**src/rtl/cmdreg_pkg.sv**
```systemverilog
package cmdreg_pkg;

    localparam int WORD_W  = 16;
    localparam int FIELD_W = 4;

    localparam int FLAG_BIT  = 0;
    localparam int RESET_BIT = 15;
    localparam int CHAN_LSB  = 4;
    localparam int OP_LSB    = 8;

    typedef enum logic [1:0] {
        ST_IDLE = 2'd0,
        ST_CMD  = 2'd1,
        ST_RST  = 2'd2
    } ctrl_state_e;

    typedef struct packed {
        logic               reset_req;
        logic [FIELD_W-1:0] opcode;
        logic [FIELD_W-1:0] chan;
        logic               flag;
        logic               malformed;
    } cmd_fields_t;

    function automatic cmd_fields_t split_word(input logic [WORD_W-1:0] w);
        cmd_fields_t f;
        f.flag      = w[FLAG_BIT];
        f.reset_req = w[RESET_BIT];
        f.chan      = w[CHAN_LSB +: FIELD_W];
        f.opcode    = w[OP_LSB +: FIELD_W];
        f.malformed = (w[3:1] != 3'b000) || (w[14:12] != 3'b000);
        return f;
    endfunction

endpackage

```
**src/rtl/cmdreg_decode.sv**
```systemverilog
module cmdreg_decode
    import cmdreg_pkg::*;
(
    input  logic [WORD_W-1:0] word,
    output cmd_fields_t       fields
);
    always_comb fields = split_word(word);
endmodule

```
**src/rtl/cmdreg_timer.sv**
```systemverilog
module cmdreg_timer #(
    parameter int CNT_W = 16
) (
    input  logic             clk,
    input  logic             rst,
    input  logic             start,
    input  logic             run,
    input  logic [CNT_W-1:0] limit,
    output logic             expire
);
    logic [CNT_W-1:0] cnt;
    logic             armed;

    assign armed  = (limit != '0);
    assign expire = run && armed && (cnt == limit - CNT_W'(1));

    always_ff @(posedge clk) begin
        if (rst || start) begin
            cnt <= '0;
        end else if (run && armed && (cnt != limit)) begin
            cnt <= cnt + CNT_W'(1);
        end
    end
endmodule

```
**src/rtl/cmdreg_ctrl.sv**
```systemverilog
module cmdreg_ctrl
    import cmdreg_pkg::*;
#(
    parameter int RESET_CYCLES = 8
) (
    input  logic               clk,
    input  logic               rst,
    input  logic               wr_en,
    input  cmd_fields_t        fields,
    input  logic               seq_done,
    input  logic               expire,
    output logic               launch,
    output logic               busy,
    output logic               in_cmd,
    output logic               cp_reset,
    output logic               cmd_valid,
    output logic [FIELD_W-1:0] opcode,
    output logic [FIELD_W-1:0] chan,
    output logic               overrun,
    output logic               invalid,
    output logic               timeout
);
    localparam int RC_W = (RESET_CYCLES > 1) ? $clog2(RESET_CYCLES) : 1;
    localparam logic [RC_W-1:0] RC_LAST = RC_W'(RESET_CYCLES - 1);

    ctrl_state_e     state;
    logic [RC_W-1:0] rcnt;
    logic            idle_take;

    assign idle_take = (state == ST_IDLE) && wr_en && fields.flag && !fields.malformed;
    assign launch    = idle_take && !fields.reset_req;
    assign busy      = (state != ST_IDLE);
    assign in_cmd    = (state == ST_CMD);
    assign cp_reset  = (state == ST_RST);

    always_ff @(posedge clk) begin
        if (rst) begin
            state     <= ST_IDLE;
            rcnt      <= '0;
            cmd_valid <= 1'b0;
            opcode    <= '0;
            chan      <= '0;
            overrun   <= 1'b0;
            invalid   <= 1'b0;
            timeout   <= 1'b0;
        end else begin
            cmd_valid <= 1'b0;
            if (expire) timeout <= 1'b1;
            unique case (state)
                ST_IDLE: begin
                    if (wr_en && fields.flag) begin
                        if (fields.malformed) begin
                            invalid <= 1'b1;
                        end else if (fields.reset_req) begin
                            state   <= ST_RST;
                            rcnt    <= '0;
                            opcode  <= '0;
                            chan    <= '0;
                            overrun <= 1'b0;
                            invalid <= 1'b0;
                            timeout <= 1'b0;
                        end else begin
                            state     <= ST_CMD;
                            opcode    <= fields.opcode;
                            chan      <= fields.chan;
                            cmd_valid <= 1'b1;
                        end
                    end
                end
                ST_CMD: begin
                    if (wr_en) overrun <= 1'b1;
                    if (seq_done) state <= ST_IDLE;
                end
                ST_RST: begin
                    if (wr_en) overrun <= 1'b1;
                    if (rcnt == RC_LAST) state <= ST_IDLE;
                    else rcnt <= rcnt + RC_W'(1);
                end
                default: state <= ST_IDLE;
            endcase
        end
    end
endmodule

```
**src/rtl/cmdreg_handshake.sv**
```systemverilog
module cmdreg_handshake
    import cmdreg_pkg::*;
#(
    parameter int CNT_W        = 16,
    parameter int RESET_CYCLES = 8
) (
    input  logic             clk,
    input  logic             rst,
    input  logic             wr_en,
    input  logic [15:0]      wr_data,
    output logic [15:0]      rd_data,
    input  logic [CNT_W-1:0] timeout_limit,
    output logic             cmd_valid,
    output logic [3:0]       cmd_opcode,
    output logic [3:0]       cmd_chan,
    input  logic             seq_done,
    output logic             cp_reset,
    output logic             st_overrun,
    output logic             st_invalid,
    output logic             st_timeout
);
    cmd_fields_t fields;
    logic        launch, busy, in_cmd, expire;

    cmdreg_decode u_dec (
        .word   (wr_data),
        .fields (fields)
    );

    cmdreg_ctrl #(.RESET_CYCLES(RESET_CYCLES)) u_ctrl (
        .clk       (clk),
        .rst       (rst),
        .wr_en     (wr_en),
        .fields    (fields),
        .seq_done  (seq_done),
        .expire    (expire),
        .launch    (launch),
        .busy      (busy),
        .in_cmd    (in_cmd),
        .cp_reset  (cp_reset),
        .cmd_valid (cmd_valid),
        .opcode    (cmd_opcode),
        .chan      (cmd_chan),
        .overrun   (st_overrun),
        .invalid   (st_invalid),
        .timeout   (st_timeout)
    );

    cmdreg_timer #(.CNT_W(CNT_W)) u_tmr (
        .clk    (clk),
        .rst    (rst),
        .start  (launch),
        .run    (in_cmd && !seq_done),
        .limit  (timeout_limit),
        .expire (expire)
    );

    assign rd_data = {cp_reset, 3'b000, cmd_opcode, cmd_chan, 3'b000, busy};
endmodule

```
**config.mk**
```make
export PLATFORM = sky130hd
export DESIGN_NAME = cmdreg_handshake
export DESIGN_NICKNAME = d
export VERILOG_FILES = /design/src/rtl/cmdreg_pkg.sv /design/src/rtl/cmdreg_decode.sv /design/src/rtl/cmdreg_timer.sv /design/src/rtl/cmdreg_ctrl.sv /design/src/rtl/cmdreg_handshake.sv
export SDC_FILE = /design/constraint.sdc
export NUM_CORES = 1
export LEC_CHECK = 0
export ABC_AREA = 0
export BUFFER_PORTS_ARGS = -buffer_cell sky130_fd_sc_hd__buf_2
export CAP_MARGIN = 15
export CORE_ASPECT_RATIO = 0.8
export CORE_UTILIZATION = 40
export DETAILED_ROUTE_END_ITERATION = 8
export GPL_TIMING_DRIVEN = 0
export PLACE_DENSITY = 0.63
export SLEW_MARGIN = 25
export SYNTH_ARGS = -nofsm -noshare
export SYNTH_HDL_FRONTEND = slang
export SYNTH_SLANG_ARGS = --single-unit
export TNS_END_PERCENT = 5
```
**constraint.sdc**
```tcl
create_clock -name clk -period 3.4 [get_ports clk]
set_input_delay 0.51 -clock clk [delete_from_list [all_inputs] [get_ports clk]]
set_output_delay 0.51 -clock clk [all_outputs]
set_load 0.05 [all_outputs]
```
Word level (Yosys, flattened, before mapping) --
Index checks and enable logic that the tools add are counted.
Word-level totals: register bits after elaboration 33, output and inout bits 29, bits of input ports 36, word-level logic and storage cells 81
Cells by class: reduce and logical (&&, ||, !) cells 29, equal/unequal tests 12, add/sub/neg operators 3, multiplexer cells 25, bitwise operators 3
Operator list (count):
- $add A16 B1 Y16 const B | 1
- $eq A16 B16 Y1 | 1
- $ne A16 B16 Y1 | 1
- $reduce_bool A16 Y1 | 1
- $sub A16 B1 Y16 const B | 1
- $mux W3 | 4
- $mux W1 | 11
- $mux W2 | 5
- $ne A2 B2 Y1 const B | 5
- $reduce_and A5 Y1 | 2
- $logic_and A1 B1 Y1 | 9
- $mux W4 | 2
- $reduce_bool A2 Y1 | 4
- $pmux W2 S3 | 1
- $pmux W3 S2 | 1
- $reduce_and A3 Y1 | 2
- $reduce_bool A3 Y1 | 2
- $ne A2 B1 Y1 const B | 2
- $reduce_and A4 Y1 | 1
- $reduce_or A4 Y1 | 1
- $add A3 B1 Y3 const B | 1
- $eq A3 B3 Y1 const B | 1
- $logic_not A1 Y1 | 3
- $not A1 Y1 | 3
- other kinds (6) | 7

Logic depth before layout (Yosys ltp) --
Gate-level depths: netlist (run 1).
depth in word-level cells 9, gate-level depth with buffers 11, mapped depth without buffers 8

Modules after synthesis --
From an unflattened synthesis (run 1), not the netlist that was laid out.
Second synthesis, totals: cell total of the unflattened synthesis 297, area total of the unflattened synthesis 2504.9 um^2
Modules (own cells, without submodules):
- cmdreg_timer | instances 1, seq. area each 320.3 um^2, cells each 189, area an instance 1490.2 um^2
- cmdreg_ctrl | instances 1, seq. area each 340.3 um^2, cells each 77, area an instance 788.3 um^2
- cmdreg_handshake | instances 1, seq. area each 0.0 um^2, cells each 18, area an instance 137.6 um^2
- cmdreg_decode | instances 1, seq. area each 0.0 um^2, cells each 13, area an instance 88.8 um^2

Worst setup path before layout (run 1) --
OpenSTA, ideal clock, no wires.
path type in2reg, start point in timeout_limit[0], end point reg u_tmr.cnt[1], required time 3.270 ns, data arrival time 2.183 ns, buffers on the path 3, cell stages on the path 11, setup slack 1.087 ns, library setup time 0.130 ns, path through inv_1 -> ha_1 -> or4b_1 -> buf_2 -> nor3_4 -> a21oi_2 -> o21ai_4 -> buf_8 -> buf_12 -> mux2i_1 -> nor2_1
Between the ends: cells in the longest elaborated chain, start to end 3, elaborated cells on any way between the ends 4, classes of those cells 1 x eq/ne; 3 x reduce/logical
RTL lines:
- start: declaration | line cmdreg_handshake.sv:12 | input logic [CNT_W-1:0] timeout_limit,
- $reduce_bool A16 Y1 | line cmdreg_timer.sv:14 | assign armed = (limit != '0);
- $logic_and A1 B1 Y1 | line cmdreg_timer.sv:20 | end else if (run && armed && (cnt != limit)) begin
- $logic_and A1 B1 Y1 * | line cmdreg_timer.sv:20
- end signal: assignment | line cmdreg_timer.sv:21 | cnt <= cnt + CNT_W'(1);
- end: declaration | line cmdreg_timer.sv:11 | logic [CNT_W-1:0] cnt;
Mark *: on every way between the ends. The rest lies on a longest branch, timed or not. A chain may end at the register's enable or synchronous reset.

Final worst setup path (run 1) --
start point reg u_ctrl.state[1], end point reg u_tmr.cnt[14]
Between the ends: cells in the longest elaborated chain, start to end 6, elaborated cells on any way between the ends 10, classes of those cells 1 x eq/ne; 9 x reduce/logical
RTL lines:
- start: declaration | line cmdreg_ctrl.sv:26 | ctrl_state_e state;
- start signal: assignment | line cmdreg_ctrl.sv:38 | state <= ST_IDLE;
- start signal: assignment | line cmdreg_ctrl.sv:55 | state <= ST_RST;
- start signal: assignment | line cmdreg_ctrl.sv:63 | state <= ST_CMD;
- $logic_not A2 Y1 | line cmdreg_ctrl.sv:30 | assign idle_take = (state == ST_IDLE) && wr_en && fields.flag && !fields.malformed;
- $logic_and A1 B1 Y1 (3 in a row) | line cmdreg_ctrl.sv:30
- $logic_and A1 B1 Y1 | line cmdreg_ctrl.sv:31 | assign launch = idle_take && !fields.reset_req;
- $logic_or A1 B1 Y1 | line cmdreg_timer.sv:18 | if (rst || start) begin
Several ways; a longest one is shown, not always the timed one.

==> results.ini, run 1 <==
[cts]
postCtsSetupRepairBufs=0
clock_path_buffers=2
cts.clk_slew.worst_paths_ns=0.08
cts_root_buffer=clkbuf_8
ctsResizeCount=0
numCtsBuffers=5
cts_tree=done
cts_max_level=2
clk_latency_ns=0.29
clock-sinks=33
holdBufCountCts=0

[yosys]
syn_area_per_cell_um2=8.37
yosys.area.top_type=dfxtp_1
netlist_area_mm2=0.00239
synth_seq_cells=33
synth_cells=285
yosysUniqueCellTypes=61
ys_top_cells_by_count=dfxtp_1, nand2_1, xor2_1
synthTopCellsByArea=dfxtp_1, xor2_1, buf_4
synth_most_common_cell=dfxtp_1
synthArstFlopShare=0
yosys.area.top_type_share=0.277
ys.flop_type=dfxtp_1
synth-edff-count=0
yosysSeqAreaShare=0.277
yosysWarnings=0

[layout]
drive_above_1_share=0.273
n_fill_cell=570
postLayoutCoreUtil=0.518
area_growth_pct=21.2
fin_cells=430
antennaDiodeCount=0
nNetsFinal=394

[hold_path]
hold_class=input port to flip-flop

[timing]
setup_tns_ns=0
slew_violations=0
slew_headroom=0.506
fin_skew_ns=0.00889
fmax_mhz=420
tightest_slew_ns=0.737
setup_viol=0
rsz0062_at_grt=false
hold_viol_final=0
min_period_over_period=0.700
fin_crit_ns=2.38

[worst_setup_path]
cp.arrival_ns=2.54
crit_path_frequent_cell=clkbuf_1
path_buf_inv=3
crit_required_ns=3.56
critPathTopFamily=buffers and inverters
cp_max_fo=10
cp-start-kind=flip-flop
crit_path_cell_trace=inv_1, ha_1, and3_1, clkbuf_1, nand3_1, o21bai_1, clkbuf_1, nor2_1
cp_slowest_cell=clkbuf_1
endpoint_kind=flip-flop
critical-path-max-stage-delay_ns=0.49
critical_path_class=flip-flop to flip-flop

[global_route]
grt_overflow=0
grt_max_degree=12
use_met3=0.0478
grt_pass1_vias=2054
grt_use_met2=0.303
met1_usage=0.294
busiest_layer=met2
grt_util_all_layers=0.201
grt_pass1_wl_um=9800
antenna_found_initial=0

[placement]
gp_congestion=0.832
dp_hpwl_um=4650
port_buffers=54
numPlacedInstances=422

[route]
drt_wl_total_um=6030
dr.pass1.iters=4
drc=0
vias_per_cell=5.31
drt_iter0_markers=100
detail-route-antenna-nets=0
wl_per_cell_um=14.0
num_vias=2284

[run]
maxCapViolCount=0

[floorplanning]
dieArea_mm2=0.00628
rows=24
die_w_um=88.4
die_h_um=71.1
start_util=0.427
core_area_mm2=0.00559
pin_count=65

[power]
leakagePower_nw=1.18
p_per_area_mw_per_mm2=310
ir_drop_uv=168

[status]
status=complete, no violations

-- cells by family after synthesis --
kind of cell | count (synthesis) | share of synthesized area
simple gates | 110 | 0.285
compound gates | 65 | 0.192
buf+inv | 41 | 0.104
flops | 33 | 0.277
xor+xnor | 25 | 0.0918
fa+ha+maj | 7 | 0.0367
mux | 3 | 0.0126
other cells | 1 | 0.00157
-- per-layer routing --
metal	wire, um	up-vias
met5	0	-
met4	15	0
met3	322	2
met2	2760	61
met1	2930	1051
li1	-	1170
-- cells in the final DEF, fill, tap and decap left out, types with 6 or more instances in the layout --
cell type  Yosys  routed
buf_2          5      59
o31ai_1       13      13
a21oi_1       17      17
inv_1         10      10
buf_4         16      16
dfxtp_1       33      33
conb_1         1       6
xor2_1        20      20
or4_1         16      16
clkbuf_8       0       6
nand4_1        7       7
nor2_1        17      17
ha_1           7       7
a22o_1         9       9
clkbuf_1       7       7
nand2_1       22      22
-- through the flow --
| stage | power [mW] | cell area, um2 | hold slack (ns) | setup slack [ns] |
|---|---|---|---|---|
| floorplan | 0.469 | 2400 | 0.449 | 1.09 |
| global placement | 0.507 | 2770 | 0.439 | 0.759 |
| detailed placement | 0.508 | 2770 | 0.443 | 0.748 |
| CTS | 0.908 | 2890 | 0.416 | 1.05 |
| global route | 0.937 | 2890 | 0.424 | 0.836 |
| finish | 0.896 | 2890 | 0.427 | 1.02 |
-- sequential cells by signal (all words and copies together) (netlist names) --
signal / flops
u_ctrl.chan: 4
u_ctrl.cmd_valid: 1
u_ctrl.invalid: 1
u_ctrl.opcode: 4
u_ctrl.overrun: 1
u_ctrl.rcnt: 3
u_ctrl.state: 2
u_ctrl.timeout: 1
u_tmr.cnt: 16
-- worst reg2reg max path, stage by stage (launching register included) --
cell and delay, ns:
dfxtp_1 0.33, inv_1 0.08, ha_1 0.23, and3_1 0.17, clkbuf_1 0.22, nand3_1 0.15
o21bai_1 0.48, clkbuf_1 0.49, nor2_1 0.10
-- area by class of cell --
class	count	area, um2	share of cell area
buffer	30	206	0.0714
clock buffer	6	82.6	0.0285
clock inverter	2	37.5	0.0130
inverter	11	41.3	0.0143
multi-input combinational	216	1500	0.517
sequential	33	661	0.228
tap	78	97.6	0.0337
timing repair buffer	54	270	0.0934
-- power breakdown --
group	switching [mW]	total [mW]	leakage, nW	internal, mW
logic	0.0711	0.112	0.860	0.0410
registers	0.000456	0.388	0.266	0.387
clock network	0.158	0.396	0.0574	0.238
-- final timing paths --
| kind | startpoint | endpoint | slack, ns | cells after the start |
|---|---|---|---|---|
| setup / recovery | u_ctrl.state[1] | u_tmr.cnt[14] | 1.02 | 8 |
| hold / removal | wr_data[5] | u_ctrl.chan[1] | 0.43 | 2 |
| setup reg to reg | u_ctrl.state[1] | u_tmr.cnt[14] | 1.02 | 8 |
| hold reg to reg | u_ctrl.timeout | u_ctrl.timeout | 0.45 | 2 |
Note: power is estimated with default switching activity, not from simulation.
==> run 2, diff against run 1 <==
--- a/config.mk
+++ b/config.mk
@@ -12,7 +12,7 @@
 export CORE_UTILIZATION = 40
 export DETAILED_ROUTE_END_ITERATION = 8
 export GPL_TIMING_DRIVEN = 0
-export PLACE_DENSITY = 0.63
+export PLACE_DENSITY = 0.65
 export SLEW_MARGIN = 25
 export SYNTH_ARGS = -nofsm -noshare
 export SYNTH_HDL_FRONTEND = slang
==> constraint.sdc (replaced) <==
create_clock -name clk -period 2 [get_ports clk]
set_input_delay 0.3 -clock clk [delete_from_list [all_inputs] [get_ports clk]]
set_output_delay 0.3 -clock clk [all_outputs]
set_load 0.05 [all_outputs]
==> results.ini, run 2 (synthesis results as in run 1) <==
[status]
status=complete, no violations  ; unchanged

[layout]
postLayoutCoreUtil=0.564  ; was 0.518
area_growth_pct=31.9  ; was 21.2%
largest_reg_flops=16  ; unchanged
nNetsFinal=398  ; was 394
fin_cells=434  ; was 430
final_cell_mix=buf_2, dfxtp_1, buf_4, nand2_1, a21oi_1  ; was buf_2, dfxtp_1, nand2_1, xor2_1
drive_above_1_share=0.376  ; was 0.273
layout_commonest_cell=buf_2  ; unchanged
top_register=u_tmr.cnt  ; unchanged
antennaDiodeCount=0  ; unchanged
largestRegisters=u_tmr.cnt: 16 flops, u_ctrl.chan: 4 flops, u_ctrl.opcode: 4 flops  ; unchanged

[worst_setup_path]
crit_path_cell_trace=xor2_4, nor4_2, nand4_1, o21ai_4, buf_8, buf_12, mux2i_1, nor2_1  ; was inv_1, ha_1, and3_1, clkbuf_1, nand3_1, o21bai_1, clkbuf_1, nor2_1
path_buf_inv=2  ; was 3
rr_endpoint=u_tmr.cnt[1]  ; was u_tmr.cnt[14]
critPathTopFamily=simple AND/OR/NAND/NOR gates  ; was buffers and inverters
endpoint_kind=flip-flop  ; unchanged
cp-start-kind=flip-flop  ; unchanged
cp.arrival_ns=2.12  ; was 2.54 ns
critical-path-max-stage-delay_ns=0.38  ; was 0.49 ns
reg2reg_from=u_tmr.cnt[4]  ; was u_ctrl.state[1]
critical_path_class=flip-flop to flip-flop  ; unchanged
crit_required_ns=2.17  ; was 3.56 ns
r2r_slack_ns=0.04  ; was 1.02 ns
cp_max_fo=6  ; was 10
reg2reg_depth=8  ; unchanged
cp_slowest_cell=dfxtp_4  ; was clkbuf_1

[power]
p_per_area_mw_per_mm2=434  ; was 310 mW/mm2
sequentialPowerShare=0.480  ; was 0.433
p_total_mw=1.37  ; was 0.896 mW
intPower_mw=0.979  ; was 0.667 mW
clkPwrFrac=0.361  ; was 0.442
ir_drop_uv=300  ; was 168 uV
leakagePower_nw=1.24  ; was 1.18 nW
switchingPower_mw=0.388  ; was 0.229 mW
combPwrFrac=0.159  ; was 0.125
p_sw_frac=0.284  ; was 0.256

[cts]
cts.clk_slew.worst_paths_ns=0.07  ; was 0.08 ns
holdBufCountCts=0  ; unchanged
cts_tree=done  ; unchanged
cts_root_buffer=clkbuf_8  ; unchanged
clock_path_buffers=2  ; unchanged
cts_max_level=2  ; unchanged
numCtsBuffers=5  ; unchanged
clk_latency_ns=0.28  ; was 0.29 ns
clock-sinks=33  ; unchanged

[timing]
tightest_slew_ns=0.707  ; was 0.737 ns
fin_skew_ns=0.00572  ; was 0.00889 ns
rsz0062_at_grt=true  ; was false
hold_viol_final=0  ; unchanged
fin_crit_ns=1.96  ; was 2.38 ns
min_period_over_period=0.978  ; was 0.700
fmax_mhz=511  ; was 420 MHz
timing.final.ws_setup_ns=0.0435  ; was 1.02 ns
setup_viol=0  ; unchanged
slew_headroom=0.525  ; was 0.506
slew_violations=0  ; unchanged

[floorplanning]
pin_count=65  ; unchanged
core_area_mm2=0.00559  ; unchanged
die_h_um=71.1  ; unchanged
die_w_um=88.4  ; unchanged
start_util=0.427  ; unchanged
rows=24  ; unchanged
dieArea_mm2=0.00628  ; unchanged

[placement]
port_buffers=54  ; unchanged
gp_congestion=0.838  ; was 0.832
pre_cts_ws_ns=-0.400  ; was 0.748 ns
dp_hpwl_um=4500  ; was 4650 um
numPlacedInstances=422  ; unchanged

[global_route]
antenna_found_initial=0  ; unchanged
grt_pass1_vias=1923  ; was 2054
grt_max_degree=12  ; unchanged
grt_pass1_wl_um=9390  ; was 9800 um
grt_overflow=0  ; unchanged
grt_util_all_layers=0.192  ; was 0.201

[hold_path]
hold_class=input port to flip-flop  ; unchanged
hold_depth=2  ; unchanged
hold_start=wr_data[9]  ; was wr_data[5]
holdPathEnd=u_ctrl.opcode[1]  ; was u_ctrl.chan[1]

[route]
drt_wl_total_um=6020  ; was 6030 um
vias_per_cell=5.31  ; about the same
dr.pass1.iters=4  ; unchanged
detail-route-antenna-nets=0  ; unchanged
wl_per_cell_um=13.9  ; was 14.0 um
drc=0  ; unchanged
drt_iter0_markers=83  ; was 100
num_vias=2303  ; was 2284

[run]
maxCapViolCount=0  ; unchanged

[run 2: repair_timing]
action,CTS,global route
gates cloned,0,1
setup buffers,2,4
pin swaps,3,13
endpoints found under the setup margin,13,26
gates resized for setup,6,38
[run 2: power by group through the flow]
| stage | clock network (mW) | registers (mW) | logic, mW |
|---|---|---|---|
| 2_1_floorplan | 0 | 0.680 | 0.123 |
| 3_3_place_gp | 0 | 0.674 | 0.195 |
| 3_5_place_dp | 0 | 0.674 | 0.197 |
| 4_1_cts | 0.509 | 0.659 | 0.201 |
| 5_1_grt | 0.536 | 0.656 | 0.235 |
| 6_report | 0.494 | 0.656 | 0.217 |
[run 2: worst max-delay path by stage]
stage                     startpoint      endpoint  slack [ns]  cells after the start
floorplan           timeout_limit[1]  u_tmr.cnt[1]      -0.008                     11
global placement    timeout_limit[1]  u_tmr.cnt[1]       -0.38                     12
CTS                 timeout_limit[1]  u_tmr.cnt[1]       -0.01                     12
global route            u_tmr.cnt[4]  u_tmr.cnt[1]       -0.05                      8
detailed placement   u_ctrl.state[0]  u_tmr.cnt[0]       -0.40                      8
finish                  u_tmr.cnt[4]  u_tmr.cnt[1]        0.04                      8
[run 2: layer usage]
metal  vias to the layer above  track usage  wire length (um)
met5                         -            0                 0
met3                         2       0.0327               243
met2                        49        0.292              2770
li1                       1176            -                 -
met4                         0       0.0376                25
met1                      1076        0.284              2980
[run 2: layout make-up]
type / count / area, um2
Fill cell: 524 / 2440
Multi-Input combinational cell: 216 / 1690
Sequential cell: 33 / 677
Timing Repair Buffer: 61 / 343
Buffer: 27 / 198
Tap cell: 78 / 97.6
Clock buffer: 5 / 68.8
Inverter: 11 / 58.8
Clock inverter: 3 / 17.5
[run 2: per-stage QoR]
step / cell area [um2] / hold WS [ns] / setup TNS (ns)
2_1_floorplan: 2440 / 0.426 / -0.00795
3_3_place_gp: 2810 / 0.440 / -4.75
3_5_place_dp: 2810 / 0.446 / -5.40
4_1_cts: 2940 / 0.216 / -0.0194
5_1_grt: 3150 / 0.212 / -0.0496
6_report: 3150 / 0.226 / 0
[run 2: worst reg2reg max path: stages (launching register included)]
cell and delay (ns):
dfxtp_4 0.38, xor2_4 0.16, nor4_2 0.28, nand4_1 0.25, o21ai_4 0.24, buf_8 0.15
buf_12 0.11, mux2i_1 0.20, nor2_1 0.06
